## src/rtl/load_return_pkg.sv

```systemverilog
package load_return_pkg;

  localparam logic [1:0] SZ_BYTE  = 2'd0;
  localparam logic [1:0] SZ_HALF  = 2'd1;
  localparam logic [1:0] SZ_WORD  = 2'd2;
  localparam logic [1:0] SZ_DWORD = 2'd3;

  // strobes from control to datapath
  typedef struct packed {
    logic push;   // enqueue the offered load
    logic pop;    // head entry leaves this cycle
    logic slow;   // enqueued load takes the three-cycle return
    logic trap;   // offered access is misaligned
  } strobe_t;

  function automatic logic isMisaligned(input logic [1:0] sz, input logic [2:0] off);
    case (sz)
      SZ_HALF:  return off[0];
      SZ_WORD:  return |off[1:0];
      SZ_DWORD: return |off;
      default:  return 1'b0;
    endcase
  endfunction

endpackage

```

## src/rtl/load_return_ctrl.sv

```systemverilog
module load_return_ctrl
  import load_return_pkg::*;
#(
  parameter int DEPTH = 8,
  localparam int PTR_W = $clog2(DEPTH),
  localparam int CNT_W = PTR_W + 1
) (
  input  logic             clk,
  input  logic             rstN,
  input  logic             issueValid,
  input  logic             issueStore,
  input  logic [1:0]       issueSize,
  input  logic             issueSigned,
  input  logic [2:0]       issueOffset,
  input  logic             headReady,
  output logic             issueReady,
  output strobe_t          stb,
  output logic [PTR_W-1:0] wrIdx,
  output logic [PTR_W-1:0] rdIdx
);

  logic [CNT_W-1:0] count;
  logic [PTR_W-1:0] wrPtr, rdPtr;
  logic             delayMode;
  logic             accept, misaligned, narrowSigned, loadGo;

  assign issueReady   = (count != CNT_W'(DEPTH));
  assign accept       = issueValid && issueReady;
  assign misaligned   = isMisaligned(issueSize, issueOffset);
  assign narrowSigned = issueSigned && (issueSize != SZ_DWORD);
  assign loadGo       = accept && !issueStore && !misaligned;

  always_comb begin
    stb.push = loadGo;
    stb.pop  = headReady;
    stb.slow = narrowSigned || delayMode;
    stb.trap = accept && misaligned;
  end

  assign wrIdx = wrPtr;
  assign rdIdx = rdPtr;

  always_ff @(posedge clk) begin
    if (!rstN) begin
      count     <= '0;
      wrPtr     <= '0;
      rdPtr     <= '0;
      delayMode <= 1'b0;
    end else begin
      count <= count + CNT_W'(stb.push) - CNT_W'(stb.pop);
      if (stb.push) wrPtr <= wrPtr + 1'b1;
      if (stb.pop)  rdPtr <= rdPtr + 1'b1;
      // mode persists across back-to-back loads, drops after an idle cycle
      delayMode <= loadGo ? (delayMode || narrowSigned) : 1'b0;
    end
  end

endmodule

```

## src/rtl/load_return_dp.sv

```systemverilog
module load_return_dp
  import load_return_pkg::*;
#(
  parameter int DEPTH = 8,
  parameter int TAG_W = 6,
  localparam int PTR_W = $clog2(DEPTH)
) (
  input  logic             clk,
  input  logic             rstN,
  input  strobe_t          stb,
  input  logic [PTR_W-1:0] wrIdx,
  input  logic [PTR_W-1:0] rdIdx,
  input  logic [TAG_W-1:0] inTag,
  input  logic             inHit,
  input  logic             fillDone,
  output logic             headReady,
  output logic [TAG_W-1:0] headTag,
  output logic             trapValid,
  output logic [TAG_W-1:0] trapTag
);

  logic [DEPTH-1:0] vld, waitFill, fillSel;
  logic [1:0]       cnt  [DEPTH];
  logic [TAG_W-1:0] tagQ [DEPTH];
  logic [PTR_W-1:0] scanIdx;
  logic             found;

  // oldest entry still waiting for a fill, searched from the head
  always_comb begin
    fillSel = '0;
    found   = 1'b0;
    scanIdx = '0;
    for (int k = 0; k < DEPTH; k++) begin
      scanIdx = rdIdx + PTR_W'(k);
      if (!found && vld[scanIdx] && waitFill[scanIdx]) begin
        fillSel[scanIdx] = 1'b1;
        found = 1'b1;
      end
    end
  end

  assign headReady = vld[rdIdx] && (cnt[rdIdx] == 2'd0) && !waitFill[rdIdx];
  assign headTag   = tagQ[rdIdx];

  always_ff @(posedge clk) begin
    if (!rstN) begin
      vld      <= '0;
      waitFill <= '0;
      for (int i = 0; i < DEPTH; i++) begin
        cnt[i]  <= 2'd0;
        tagQ[i] <= '0;
      end
    end else begin
      for (int i = 0; i < DEPTH; i++) begin
        if (stb.push && wrIdx == PTR_W'(i)) begin
          vld[i]      <= 1'b1;
          tagQ[i]     <= inTag;
          cnt[i]      <= stb.slow ? 2'd2 : 2'd1;
          waitFill[i] <= !inHit;
        end else begin
          if (stb.pop && rdIdx == PTR_W'(i)) vld[i] <= 1'b0;
          if (cnt[i] != 2'd0) cnt[i] <= cnt[i] - 2'd1;
          if (fillDone && fillSel[i]) waitFill[i] <= 1'b0;
        end
      end
    end
  end

  always_ff @(posedge clk) begin
    if (!rstN) begin
      trapValid <= 1'b0;
      trapTag   <= '0;
    end else begin
      trapValid <= stb.trap;
      if (stb.trap) trapTag <= inTag;
    end
  end

endmodule

```

## src/rtl/load_return_seq.sv

```systemverilog
module load_return_seq
  import load_return_pkg::*;
#(
  parameter int DEPTH = 8,
  parameter int TAG_W = 6
) (
  input  logic             clk,
  input  logic             rstN,
  input  logic             issueValid,
  output logic             issueReady,
  input  logic             issueStore,
  input  logic [TAG_W-1:0] issueTag,
  input  logic [1:0]       issueSize,
  input  logic             issueSigned,
  input  logic             issueHit,
  input  logic [2:0]       issueOffset,
  input  logic             fillDone,
  output logic             wbValid,
  output logic [TAG_W-1:0] wbTag,
  output logic             trapValid,
  output logic [TAG_W-1:0] trapTag
);

  localparam int PTR_W = $clog2(DEPTH);

  strobe_t          stb;
  logic [PTR_W-1:0] wrIdx, rdIdx;
  logic             headReady;

  load_return_ctrl #(.DEPTH(DEPTH)) u_ctrl (
    .clk(clk), .rstN(rstN),
    .issueValid(issueValid), .issueStore(issueStore),
    .issueSize(issueSize), .issueSigned(issueSigned),
    .issueOffset(issueOffset), .headReady(headReady),
    .issueReady(issueReady), .stb(stb),
    .wrIdx(wrIdx), .rdIdx(rdIdx)
  );

  load_return_dp #(.DEPTH(DEPTH), .TAG_W(TAG_W)) u_dp (
    .clk(clk), .rstN(rstN), .stb(stb),
    .wrIdx(wrIdx), .rdIdx(rdIdx),
    .inTag(issueTag), .inHit(issueHit), .fillDone(fillDone),
    .headReady(headReady), .headTag(wbTag),
    .trapValid(trapValid), .trapTag(trapTag)
  );

  assign wbValid = headReady;

endmodule

```

## config.mk

```make
export PLATFORM = sky130hd
export DESIGN_NAME = load_return_seq
export DESIGN_NICKNAME = d
export VERILOG_FILES = /design/src/rtl/load_return_pkg.sv /design/src/rtl/load_return_ctrl.sv /design/src/rtl/load_return_dp.sv /design/src/rtl/load_return_seq.sv
export SDC_FILE = /design/constraint.sdc
export NUM_CORES = 1
export LEC_CHECK = 0
export ABC_CLOCK_PERIOD_IN_PS = 4370
export BUFFER_PORTS_ARGS = -buffer_cell sky130_fd_sc_hd__buf_4
export CELL_PAD_IN_SITES_DETAIL_PLACEMENT = 0
export CELL_PAD_IN_SITES_GLOBAL_PLACEMENT = 1
export CORE_MARGIN = 3
export CORE_UTILIZATION = 44
export DETAILED_ROUTE_END_ITERATION = 8
export PLACE_DENSITY = 0.8
export SYNTH_ARGS = -nofsm -noshare
export SYNTH_HDL_FRONTEND = slang
export SYNTH_SLANG_ARGS = --single-unit
```

## constraint.sdc

```tcl
create_clock -name clk -period 4.37 [get_ports clk]
set_input_delay 0.437 -clock clk [delete_from_list [all_inputs] [get_ports clk]]
set_output_delay 0.437 -clock clk [all_outputs]
set_load 0.05 [all_outputs]
```

==> impl_results.md, run 1 <==
* Run status: complete, no violations
* CTS tree: built
* Final WS setup at 0.7349 ns
* WHS Endpoint: u_dp.trapTag[2]
* Crit start category: register
* Placed cell count at 813
* Top FF cell, synth: edfxtp_1
* EDFF count, synth at 64
* First-pass GRT wire length at 26.67 mm
* Final period utilization at 83.18%
* Largest net degree at the start of global routing at 45
* Non-Filler Instances at 829
* Core Util, Final at 50.73%
* Sequential power share at 43.2%
* Fmax at 275.1 MHz
* Maximum fanout along the worst path at 16
* Clock slew at reported path FFs at 0.08 ns
* PortBufs at 32
* Clk buf depth at 2
* GRT Total Usage at 23.38%
* Comb pwr share at 28.5%
* Crit Path Class: register to register
* DRC viols at 0
* Critical hold path startpoint: issueTag[2]
* Setup WS pre-CTS at 0.7664 ns
* Seq/Total Area, Yosys at 43.95%
* Post-synth top area share at 31.72%
* Clk Latency, worst-skew pair at 0.36 ns
* Total Wirelength at 16.89 mm
* H-tree depth at 3
* Max Clock Skew at 0.01065 ns
* 1st-iter DRT viols at 550
* R2R setup slack at 0.73 ns
* Vias/cell at 6.023
* Crit path DAT at 3.89 ns
* Worst rel slew slack at 31.71%
* Worst setup startpoint: u_ctrl.rdIdx[2]
* Endpoints failing setup at 0
* NetSw at 0.9404 mW
* Min Tclk post-route at 3.635 ns
* Worst R2R End: u_dp.waitFill[7]
* Placer Congestion at 0.9694
* Initial core utilization at 45.39%
* Hold_buf cts at 0
* Die height at 123.3 um
* Largest area contributor in the netlist: edfxtp_1
* Wire per inst at 20.38 um
* Post_cts resized at 0
* Initial antenna violation count at 0
* Worst Setup End Kind: register
* Antenna Cells at 0
* GR Overflow Total at 0
* Clock root buffer: clkbuf_16
* Fraction of layout cells with a size suffix above 1 at 15.01%
* Maximum vdd drop at 0.2990 mV
* Hold Vio Cnt, Final at 0
* Synthesized Nets at 674
* DP HPWL at 11.85 mm
* P_leak at 2.535 nW
* Count of different cell masters after synthesis at 70
* Critical Path RT at 4.63 ns
* Synthesized area at 6058 um2
* Clock sink count at 101
* Asr flop ratio synth at 0%
* Postcts setup bufs at 0
* Clk pwr share at 28.2%
* Switching Share at 33.21%
* Leading post-synthesis cells by cell area: edfxtp_1, dfxtp_1, mux4_2
* Core Rows at 42
* Total power at 2.832 mW
* R2R depth at 9
* Layout area overhead at 11.77%
* Drt pass-1 iters at 5
* Core area at 13,350 um2
* Internal Power at 1.891 mW
* DR vias at 4,993
* Synthesized flop and latch total at 101
* Slew Limit Fails at 0
* Die Footprint at 15,210 um2
* CTS Buf Count at 9
* Reg2Reg Launch Point: u_ctrl.rdIdx[2]
* Number of global-route vias before repair at 4,815
* Antenna-violating nets left at 0
* Die X-Extent at 123.3 um
* Hold-critical path depth at 3
* Nets at 697
* Pwr dens at 418.2 nW/um2
* Cells after Synth at 625
* I/O Pins at 33
* RSZ-0062 raised after global routing: no
* Worst-Margin Slew at 1.021 ns
* Setup_tns at 0 ns
* Mean Syn Cell Area at 9.693 um2
* Synth warn at 0
* Max-cap violations at 0
* Worst hold path class: input pin to register
-- power groups by stage --
stage | logic [mW] | registers (mW) | clock network (mW)
floorplan | 0.595 | 1.24 | 0
global placement | 0.774 | 1.24 | 0
detailed placement | 0.802 | 1.25 | 0
CTS | 0.806 | 1.22 | 0.813
global route | 0.894 | 1.24 | 0.850
finish | 0.808 | 1.22 | 0.799
-- synth_stat cells (4+ instances only) --
master / instances
a31oi_1: 10
a32o_1: 4
nand3_1: 41
ha_1: 30
nor2_1: 102
o21ai_0: 21
buf_2: 4
mux2i_1: 11
edfxtp_1: 64
a21o_1: 4
nor3_1: 14
clkbuf_1: 26
nand2_1: 49
and3_1: 8
inv_1: 40
dfxtp_1: 37
a21oi_1: 31
mux4_2: 18
and2_1: 4
o211ai_1: 7
mux2_2: 6
nand4_1: 10
nand3b_1: 4
nor2b_1: 4
-- worst max-delay path, stage by stage, from the launching register on --
cell and delay, ns:
dfxtp_1 0.67, inv_1 0.22, ha_1 0.34, buf_4 0.19, inv_1 0.23, mux4_2 0.62, nor4_4 0.53, a31oi_1 0.15
o32a_1 0.31, a32o_1 0.26
-- cell type report --
type | instances | area, um2
fill | 1244 | 6576
inverter | 41 | 153.9
tap | 176 | 220.2
timing repair buffer | 48 | 360.3
multi-input combinational | 447 | 3083
clock buffer | 10 | 239.0
sequential | 101 | 2663
clock inverter | 6 | 52.55
-- cell usage in the layout (no fill, tap or decap), types with 11 or more instances in the layout --
master,netlist,final
ha_1,30,30
mux4_2,18,18
edfxtp_1,64,64
a21oi_1,31,31
dfxtp_1,37,37
nor2_1,102,102
mux2i_1,11,11
nand3_1,41,41
nand2_1,49,49
o21ai_0,21,21
inv_1,40,40
buf_4,1,48
nor3_1,14,14
-- per-layer routing --
metal  global-route usage [%]  wire length, um  up-vias
met1                    32.96             7449     2421
met4                    7.474              332        0
li1                         -                -     2338
met3                    5.535             1386       30
met5                        0                0        -
met2                    35.75             7723      204
-- stage by stage --
stage,area (um2),hold slack [ns]
6_report,6771,0.3288
5_1_grt,6771,0.3306
3_3_place_gp,6480,0.4744
4_1_cts,6771,0.3142
3_5_place_dp,6480,0.4947
2_1_floorplan,6058,0.4659
-- worst max-delay path by stage --
stage,to,cells after the start,slack (ns)
after global routing,u_dp.waitFill[7],9,0.55
final,u_dp.waitFill[7],9,0.73
after CTS,u_dp.waitFill[7],9,0.77
after detailed placement,u_dp.waitFill[7],9,0.77
after global placement,u_dp.waitFill[7],9,0.88
after floorplan,u_ctrl.count[2],11,0.79
-- sequential cells by signal (all words and copies together), names as in the netlist, named ones only --
register,flops
u_dp.trapValid,1
u_dp.tagQ,48
u_ctrl.delayMode,1
u_dp.waitFill,8
u_ctrl.wrIdx,3
u_dp.cnt,16
u_dp.vld,8
u_ctrl.count,4
u_ctrl.rdIdx,3
u_dp.trapTag,6
-- logic make-up (layout without fill, tap and decap cells) --
kind of cell / count (synthesis) / after routing / share of synthesized area, %
AO/OA/AOI/OAI: 110 / 110 / 12.14
multiplexers: 36 / 36 / 10.06
flip-flops: 101 / 101 / 43.95
buffers and inverters: 77 / 105 / 5.163
XOR/XNOR: 6 / 6 / 0.8676
AND/OR/NAND/NOR: 264 / 264 / 21.29
adder cells (fa/ha/maj): 31 / 31 / 6.526
Note: power is estimated with default switching activity, not from simulation.
==> run 2: changes to the inputs <==
--- a/config.mk
+++ b/config.mk
@@ -5,7 +5,7 @@
 export SDC_FILE = /design/constraint.sdc
 export NUM_CORES = 1
 export LEC_CHECK = 0
-export ABC_CLOCK_PERIOD_IN_PS = 4370
+export ABC_CLOCK_PERIOD_IN_PS = 3500
 export BUFFER_PORTS_ARGS = -buffer_cell sky130_fd_sc_hd__buf_4
 export CELL_PAD_IN_SITES_DETAIL_PLACEMENT = 0
 export CELL_PAD_IN_SITES_GLOBAL_PLACEMENT = 1
==> constraint.sdc (replaced) <==
create_clock -name clk -period 3.5 [get_ports clk]
set_input_delay 0.35 -clock clk [delete_from_list [all_inputs] [get_ports clk]]
set_output_delay 0.35 -clock clk [all_outputs]
set_load 0.05 [all_outputs]
==> run 2 against run 1 <==
Compared with the run above: via count up 1.9%; register-to-register slack got worse by 0.44 ns; combinational power grew 26%; first-iteration DRC count down 3.3%; global-route usage up 0.54 points; worst hold slack got worse by 0.095 ns; utilization increased by 0.70 points; critical path depth up 2; clock power is 21% higher; total power rose by 24%; fmax rose by 13%; largest cell class unchanged.
==> impl_results.md, run 2 (synthesis results as in run 1) <==
* GR Overflow Total at 0 (unchanged)
* Crit path buf inv count at 3 (unchanged)
* Worst Setup End Kind: register
* Number of global-route vias before repair at 4,982 (+3.5%)
* Nets at 710 (+1.9%)
* Commonest non-fill, non-tap cell in the layout: nor2_1
* Comb pwr share at 29.1% (+0.6 points)
* H-tree depth at 3 (unchanged)
* Run status: complete, no violations
* Fraction of layout cells with a size suffix above 1 at 16.52% (+1.5 points)
* Postcts setup bufs at 0 (unchanged)
* Layout area overhead at 13.32%
* I/O Pins at 33 (unchanged)
* Antenna Cells at 0 (unchanged)
* Critical Path RT at 3.72 ns (-0.91 ns)
* R2R depth at 11 (+2)
* Initial antenna violation count at 0 (unchanged)
* Vias/cell at 6.043 (+0.33%)
* RSZ-0062 raised after global routing: no
* Placer Congestion at 1.048 (+8.1%)
* P_leak at 2.597 nW (+2.4%)
* Initial core utilization at 45.39% (unchanged)
* Setup_tns at 0 ns (unchanged)
* DR vias at 5,088 (+1.9%)
* Drt pass-1 iters at 5 (unchanged)
* Critical hold path startpoint: issueTag[3]
* Slew Limit Fails at 0 (unchanged)
* NetSw at 1.170 mW (+24%)
* Clk buf depth at 2 (unchanged)
* Largest registers: u_dp.tagQ x48, u_dp.cnt x16
* Final period utilization at 91.54% (+8.4 points)
* WHS Endpoint: u_dp.trapTag[3]
* Min Tclk post-route at 3.204 ns (-0.4312 ns)
* PortBufs at 32 (unchanged)
* Clock sink count at 101 (unchanged)
* Sequential power share at 43.3% (about the same)
* CP peak stage delay at 0.59 ns (-0.08 ns)
* Total Wirelength at 17.29 mm (+2.4%)
* Crit Path Class: register to register
* Pwr dens at 512.4 nW/um2 (+23%)
* Max FFs per register at 48 (unchanged)
* Core area at 13,350 um2 (unchanged)
* Worst R2R End: u_ctrl.count[2]
* Fmax at 312.1 MHz (+13%)
* Crit path DAT at 3.43 ns (-0.46 ns)
* Worst-Margin Slew at 1.045 ns (+0.02445 ns)
* # fillers at 1,231 (-1.0%)
* CP max-delay cell: mux4_2
* Die height at 123.3 um (unchanged)
* 1st-iter DRT viols at 532 (-3.3%)
* Family with the most delay on the worst path: adder cells
* Wire per inst at 20.53 um (+0.78%)
* Core Rows at 42 (unchanged)
* R2R setup slack at 0.30 ns (-0.44 ns)
* Max Clock Skew at 0.01556 ns (+0.004906 ns)
* CTS tree: built
* DP HPWL at 12.54 mm (+5.8%)
* Clk Latency, worst-skew pair at 0.36 ns (about the same)
* Worst rel slew slack at 30.08% (-1.6 points)
* Crit start category: register
* Maximum fanout along the worst path at 28 (+12)
* Antenna-violating nets left at 0 (unchanged)
* Max-cap violations at 0 (unchanged)
* First-pass GRT wire length at 27.49 mm (+3.1%)
* Clock slew at reported path FFs at 0.07 ns (about the same)
* Hold Vio Cnt, Final at 0 (unchanged)
* Switching Share at 33.27% (+0.061 points)
* Reg2Reg Launch Point: u_ctrl.rdIdx[0]
* Clk pwr share at 27.6% (-0.6 points)
* CTS Buf Count at 9 (unchanged)
* Most frequent cells in the layout: nor2_1, edfxtp_1, buf_4, nand2_1, nand3_1
* Maximum vdd drop at 0.3800 mV (+27%)
* Die X-Extent at 123.3 um (unchanged)
* Largest Register: u_dp.tagQ
* Hold_buf cts at 0 (unchanged)
* Hold-critical path depth at 3 (unchanged)
* Largest net degree at the start of global routing at 38 (-16%)
* GRT Total Usage at 23.92% (+0.54 points)
* Die Footprint at 15,210 um2 (unchanged)
* Post_cts resized at 0 (unchanged)
* Non-Filler Instances at 842 (+1.6%)
* Internal Power at 2.347 mW (+24%)
* Worst hold path class: input pin to register
* Cell chain of the critical path: buf_4 > mux4_2 > or3b_2 > a21oi_4 > ha_1 > inv_1 > ha_1 > inv_1 > fa_1 > xor2_1 > nor2_1
* Clock root buffer: clkbuf_16
* Setup WS pre-CTS at 0.3071 ns (-0.4593 ns)
* Placed cell count at 826 (+1.6%)
* DRC viols at 0 (unchanged)
* Endpoints failing setup at 0 (unchanged)
* Final WS setup at 0.2961 ns (-0.4388 ns)
## run 2: cell count changes in the layout (fill, tap and decap cells not counted)
| cell | change |
|---|---|
| clkbuf_1 | +1 |
| a21oi_2 | -1 |
| inv_8 | -1 |
| a21oi_4 | +1 |
| clkinvlp_4 | -1 |
| clkinv_4 | +1 |
| buf_4 | +13 |
| clkbuf_8 | -1 |
| inv_6 | +1 |
## run 2: stage by stage
stage,power [mW],hold WS (ns),util (%),cell area (um2)
floorplan,2.299,0.4659,-,6066
global placement,2.520,0.4732,49.33,6585
detailed placement,2.565,0.4829,49.33,6585
CTS,3.532,0.2331,51.43,6865
global route,3.734,0.2472,51.43,6865
finish,3.518,0.2343,51.43,6865
## run 2: cell type report
class / count / area, um2 / share of cell area, %
tap: 176 / 220.2 / 3.208
inverter: 41 / 153.9 / 2.242
timing repair buffer: 61 / 457.9 / 6.670
clock inverter: 6 / 51.30 / 0.7472
multi-input combinational: 447 / 3090 / 45.02
clock buffer: 10 / 229.0 / 3.335
sequential: 101 / 2663 / 38.78
## run 2: worst max-delay path by stage
stage	start	end	depth (start not counted)	slack, ns
after global placement	u_ctrl.rdIdx[0]	u_dp.waitFill[7]	9	0.35
final	u_ctrl.rdIdx[0]	u_ctrl.count[2]	11	0.30
after global routing	u_ctrl.rdIdx[0]	u_ctrl.count[2]	11	0.09
after CTS	u_ctrl.rdIdx[0]	u_ctrl.count[2]	11	0.31
after floorplan	u_ctrl.rdIdx[0]	u_ctrl.count[2]	11	0.15
after detailed placement	u_ctrl.rdIdx[0]	u_ctrl.count[2]	11	0.31
## run 2: worst min-delay path: stages
cell and delay, ns:
buf_4 0.09, mux2i_1 0.06, nor2_1 0.07
## run 2: layer usage
| metal | GRT usage (%) | wire length (um) |
|---|---|---|
| met5 | 0 | 0 |
| met4 | 6.021 | 329 |
| met3 | 6.404 | 1316 |
| met2 | 37.14 | 8139 |
| met1 | 33.39 | 7506 |
## run 2: power groups by stage
stage / logic, mW / clock network [mW] / registers [mW]
2_1_floorplan: 0.748 / 0 / 1.55
3_3_place_gp: 0.977 / 0 / 1.54
3_5_place_dp: 1.01 / 0 / 1.55
4_1_cts: 1.02 / 0.986 / 1.52
5_1_grt: 1.15 / 1.04 / 1.54
6_report: 1.02 / 0.970 / 1.52
==> run 3: changes to the inputs <==
--- a/config.mk
+++ b/config.mk
@@ -12,7 +12,7 @@
 export CORE_MARGIN = 3
 export CORE_UTILIZATION = 44
 export DETAILED_ROUTE_END_ITERATION = 8
-export PLACE_DENSITY = 0.8
+export PLACE_DENSITY = 0.74
 export SYNTH_ARGS = -nofsm -noshare
 export SYNTH_HDL_FRONTEND = slang
 export SYNTH_SLANG_ARGS = --single-unit
==> run 3 against run 2 <==
Compared with the run above: flip-flop and latch count did not move; worst hold slack improved by 0.026 ns; sequential share of layout area barely moved; critical path type unchanged; largest cell class unchanged; highest routed layer unchanged.
==> impl_results.md, run 3 (synthesis results as in run 1) <==
* Run status: complete, no violations
* PortBufs at 32 (unchanged)
* Internal Power at 2.409 mW (+2.6%)
* Commonest non-fill, non-tap cell in the layout: nor2_1
* Worst rel slew slack at 38.78% (+8.7 points)
* Hold_buf cts at 0 (unchanged)
* Worst Setup EP: u_dp.waitFill[3]
* Critical Path RT at 3.74 ns (+0.02 ns)
* Core area at 13,350 um2 (unchanged)
* Largest Register: u_dp.tagQ
* Placed instance area at 6570 um2 (-0.23%)
* Reg2Reg Launch Point: u_ctrl.rdIdx[1]
* Vias/cell at 6.029 (-0.23%)
* Max Clock Skew at 0.007774 ns (-0.007785 ns)
* Hold Vio Cnt, Final at 0 (unchanged)
* 1st-iter DRT viols at 604 (+14%)
* Most frequent cells in the layout: nor2_1, edfxtp_1, buf_4, nand2_1, nand3_1
* Post_cts resized at 0 (unchanged)
* Final period utilization at 90.31% (-1.2 points)
* CTS Buf Count at 9 (unchanged)
* P_leak at 2.591 nW (-0.23%)
* Layout area overhead at 13.28% (about the same)
* Postcts setup bufs at 0 (unchanged)
* Drt pass-1 iters at 5 (unchanged)
* Min Tclk post-route at 3.161 ns (-0.04309 ns)
* DR vias at 5,064 (-0.47%)
* Setup_tns at 0 ns (unchanged)
* Fmax at 316.4 MHz (+1.4%)
* Clk buf depth at 2 (unchanged)
* Sequential power share at 42.9% (-0.4 points)
* Slew Limit Fails at 0 (unchanged)
* Maximum fanout along the worst path at 19 (-32%)
* Clk Latency, worst-skew pair at 0.34 ns (-0.02 ns)
* Wire per inst at 20.33 um (-0.98%)
* GR Overflow Total at 0 (unchanged)
* Die X-Extent at 123.3 um (unchanged)
* Clk pwr share at 28.3% (+0.7 points)
* CTS tree: built
* Crit Path Class: register to register
* Initial core utilization at 45.39% (unchanged)
* Largest net degree at the start of global routing at 38 (unchanged)
* Clock root buffer: clkbuf_16
* Number of global-route vias before repair at 5,020 (+0.76%)
* R2R depth at 9 (-2)
* Crit path DAT at 3.40 ns (-0.03 ns)
* Cell chain of the critical path: inv_1 > ha_1 > o21ai_0 > mux4_2 > nor4_4 > buf_4 > nand3_1 > a211o_1 > a32o_1
* Endpoints failing setup at 0 (unchanged)
* Total Wirelength at 17.08 mm (-1.2%)
* Hold_ws at 0.2603 ns (+0.02600 ns)
* Worst-Margin Slew at 0.9150 ns (-0.1300 ns)
* I/O Pins at 33 (unchanged)
* Hold-critical path depth at 3 (unchanged)
* Comb pwr share at 28.8% (-0.3 points)
* Antenna-violating nets left at 0 (unchanged)
* Max FFs per register at 48 (unchanged)
* Max-cap violations at 0 (unchanged)
* RSZ-0062 raised after global routing: no
* R2R setup slack at 0.34 ns (+0.04 ns)
* Finished Cell Area at 6863 um2 (about the same)
* # fillers at 1,249 (+1.5%)
* Worst Setup End Kind: register
* Switching Share at 32.19% (-1.1 points)
* Die height at 123.3 um (unchanged)
* Worst setup startpoint: u_ctrl.rdIdx[1]
* Antenna Cells at 0 (unchanged)
* DRC viols at 0 (unchanged)
* Worst hold path class: input pin to register
* First-pass GRT wire length at 27.23 mm (-0.93%)
* DP HPWL at 12.21 mm (-2.6%)
* Clock sink count at 101 (unchanged)
* Core Rows at 42 (unchanged)
* Maximum vdd drop at 0.2624 mV (-31%)
* H-tree depth at 3 (unchanged)
* Nets at 708 (-0.28%)
* CP peak stage delay at 0.61 ns (+0.02 ns)
* Initial antenna violation count at 0 (unchanged)
* NetSw at 1.143 mW (-2.3%)
* Worst R2R End: u_dp.waitFill[3]
* Clock slew at reported path FFs at 0.07 ns (about the same)
* CP max-delay cell: ha_1
* Placer Congestion at 0.9384 (-10%)
* Largest registers: u_dp.tagQ x48, u_dp.cnt x16
* Crit start category: register
* Pwr dens at 517.6 nW/um2 (+1.0%)
* GRT Total Usage at 23.60% (-0.31 points)
* Fraction of layout cells with a size suffix above 1 at 16.11% (-0.40 points)
* Die Footprint at 15,210 um2 (unchanged)
## run 3: changes by cell type in the layout (fill, tap and decap cells not counted)
cell,delta
buf_4,-2
clkinvlp_4,+1
inv_6,-2
clkinv_1,+1
bufinv_16,+1
inv_8,-1
## run 3: power by group through the flow
stage / combinational, mW / clock (mW) / sequential [mW]
4_1_cts: 1.02 / 1.02 / 1.52
6_report: 1.02 / 1.00 / 1.52
5_1_grt: 1.16 / 1.07 / 1.54
3_3_place_gp: 0.987 / 0 / 1.54
3_5_place_dp: 1.02 / 0 / 1.55
2_1_floorplan: 0.748 / 0 / 1.55
## run 3: metrics by stage
step,util (%),cells,total power [mW],setup slack (ns)
floorplan,-,625,2.299,0.1462
global placement,49.22,824,2.530,0.4569
detailed placement,49.22,824,2.572,0.3903
CTS,51.42,840,3.571,0.3800
global route,51.42,840,3.767,0.1749
finish,51.42,840,3.552,0.3392
## run 3: final cells by class
type                       count  area [um2]  area share (%)
timing repair buffer          59       442.9           6.454
multi-input combinational    447        3090           45.03
inverter                      41       153.9           2.242
clock buffer                  10       229.0           3.336
sequential                   101        2663           38.80
clock inverter                 6       63.81          0.9298
tap                          176       220.2           3.209
## run 3: layer usage
layer	vias to the layer above	GRT usage (%)	part of all wire, %
li1	2361	-	-
met1	2452	31.49	43
met2	204	38.74	47
met3	47	4.575	6.2
met4	0	7.751	3.2
met5	-	0	0
## run 3: worst min-delay path by stage
stage | startpoint | to | slack (ns)
final | issueTag[3] | u_dp.trapTag[3] | 0.26
after global routing | issueTag[3] | u_dp.trapTag[3] | 0.28
after CTS | issueTag[0] | u_dp.trapTag[0] | 0.25
after detailed placement | u_dp.trapTag[3] | u_dp.trapTag[3] | 0.48
after global placement | u_dp.trapTag[5] | u_dp.trapTag[5] | 0.48
after floorplan | u_dp.vld[3] | u_dp.vld[3] | 0.47
## run 3: critical path: cells and delay by family (launching register included)
family | cells | cell delay (ns)
adders and majority gates | 1 | 0.61
AOI/OAI and AO/OA | 3 | 0.81
muxes | 1 | 0.59
buffers and inverters | 2 | 0.29
and+or+nand+nor | 2 | 0.41
DFF | 1 | 0.34
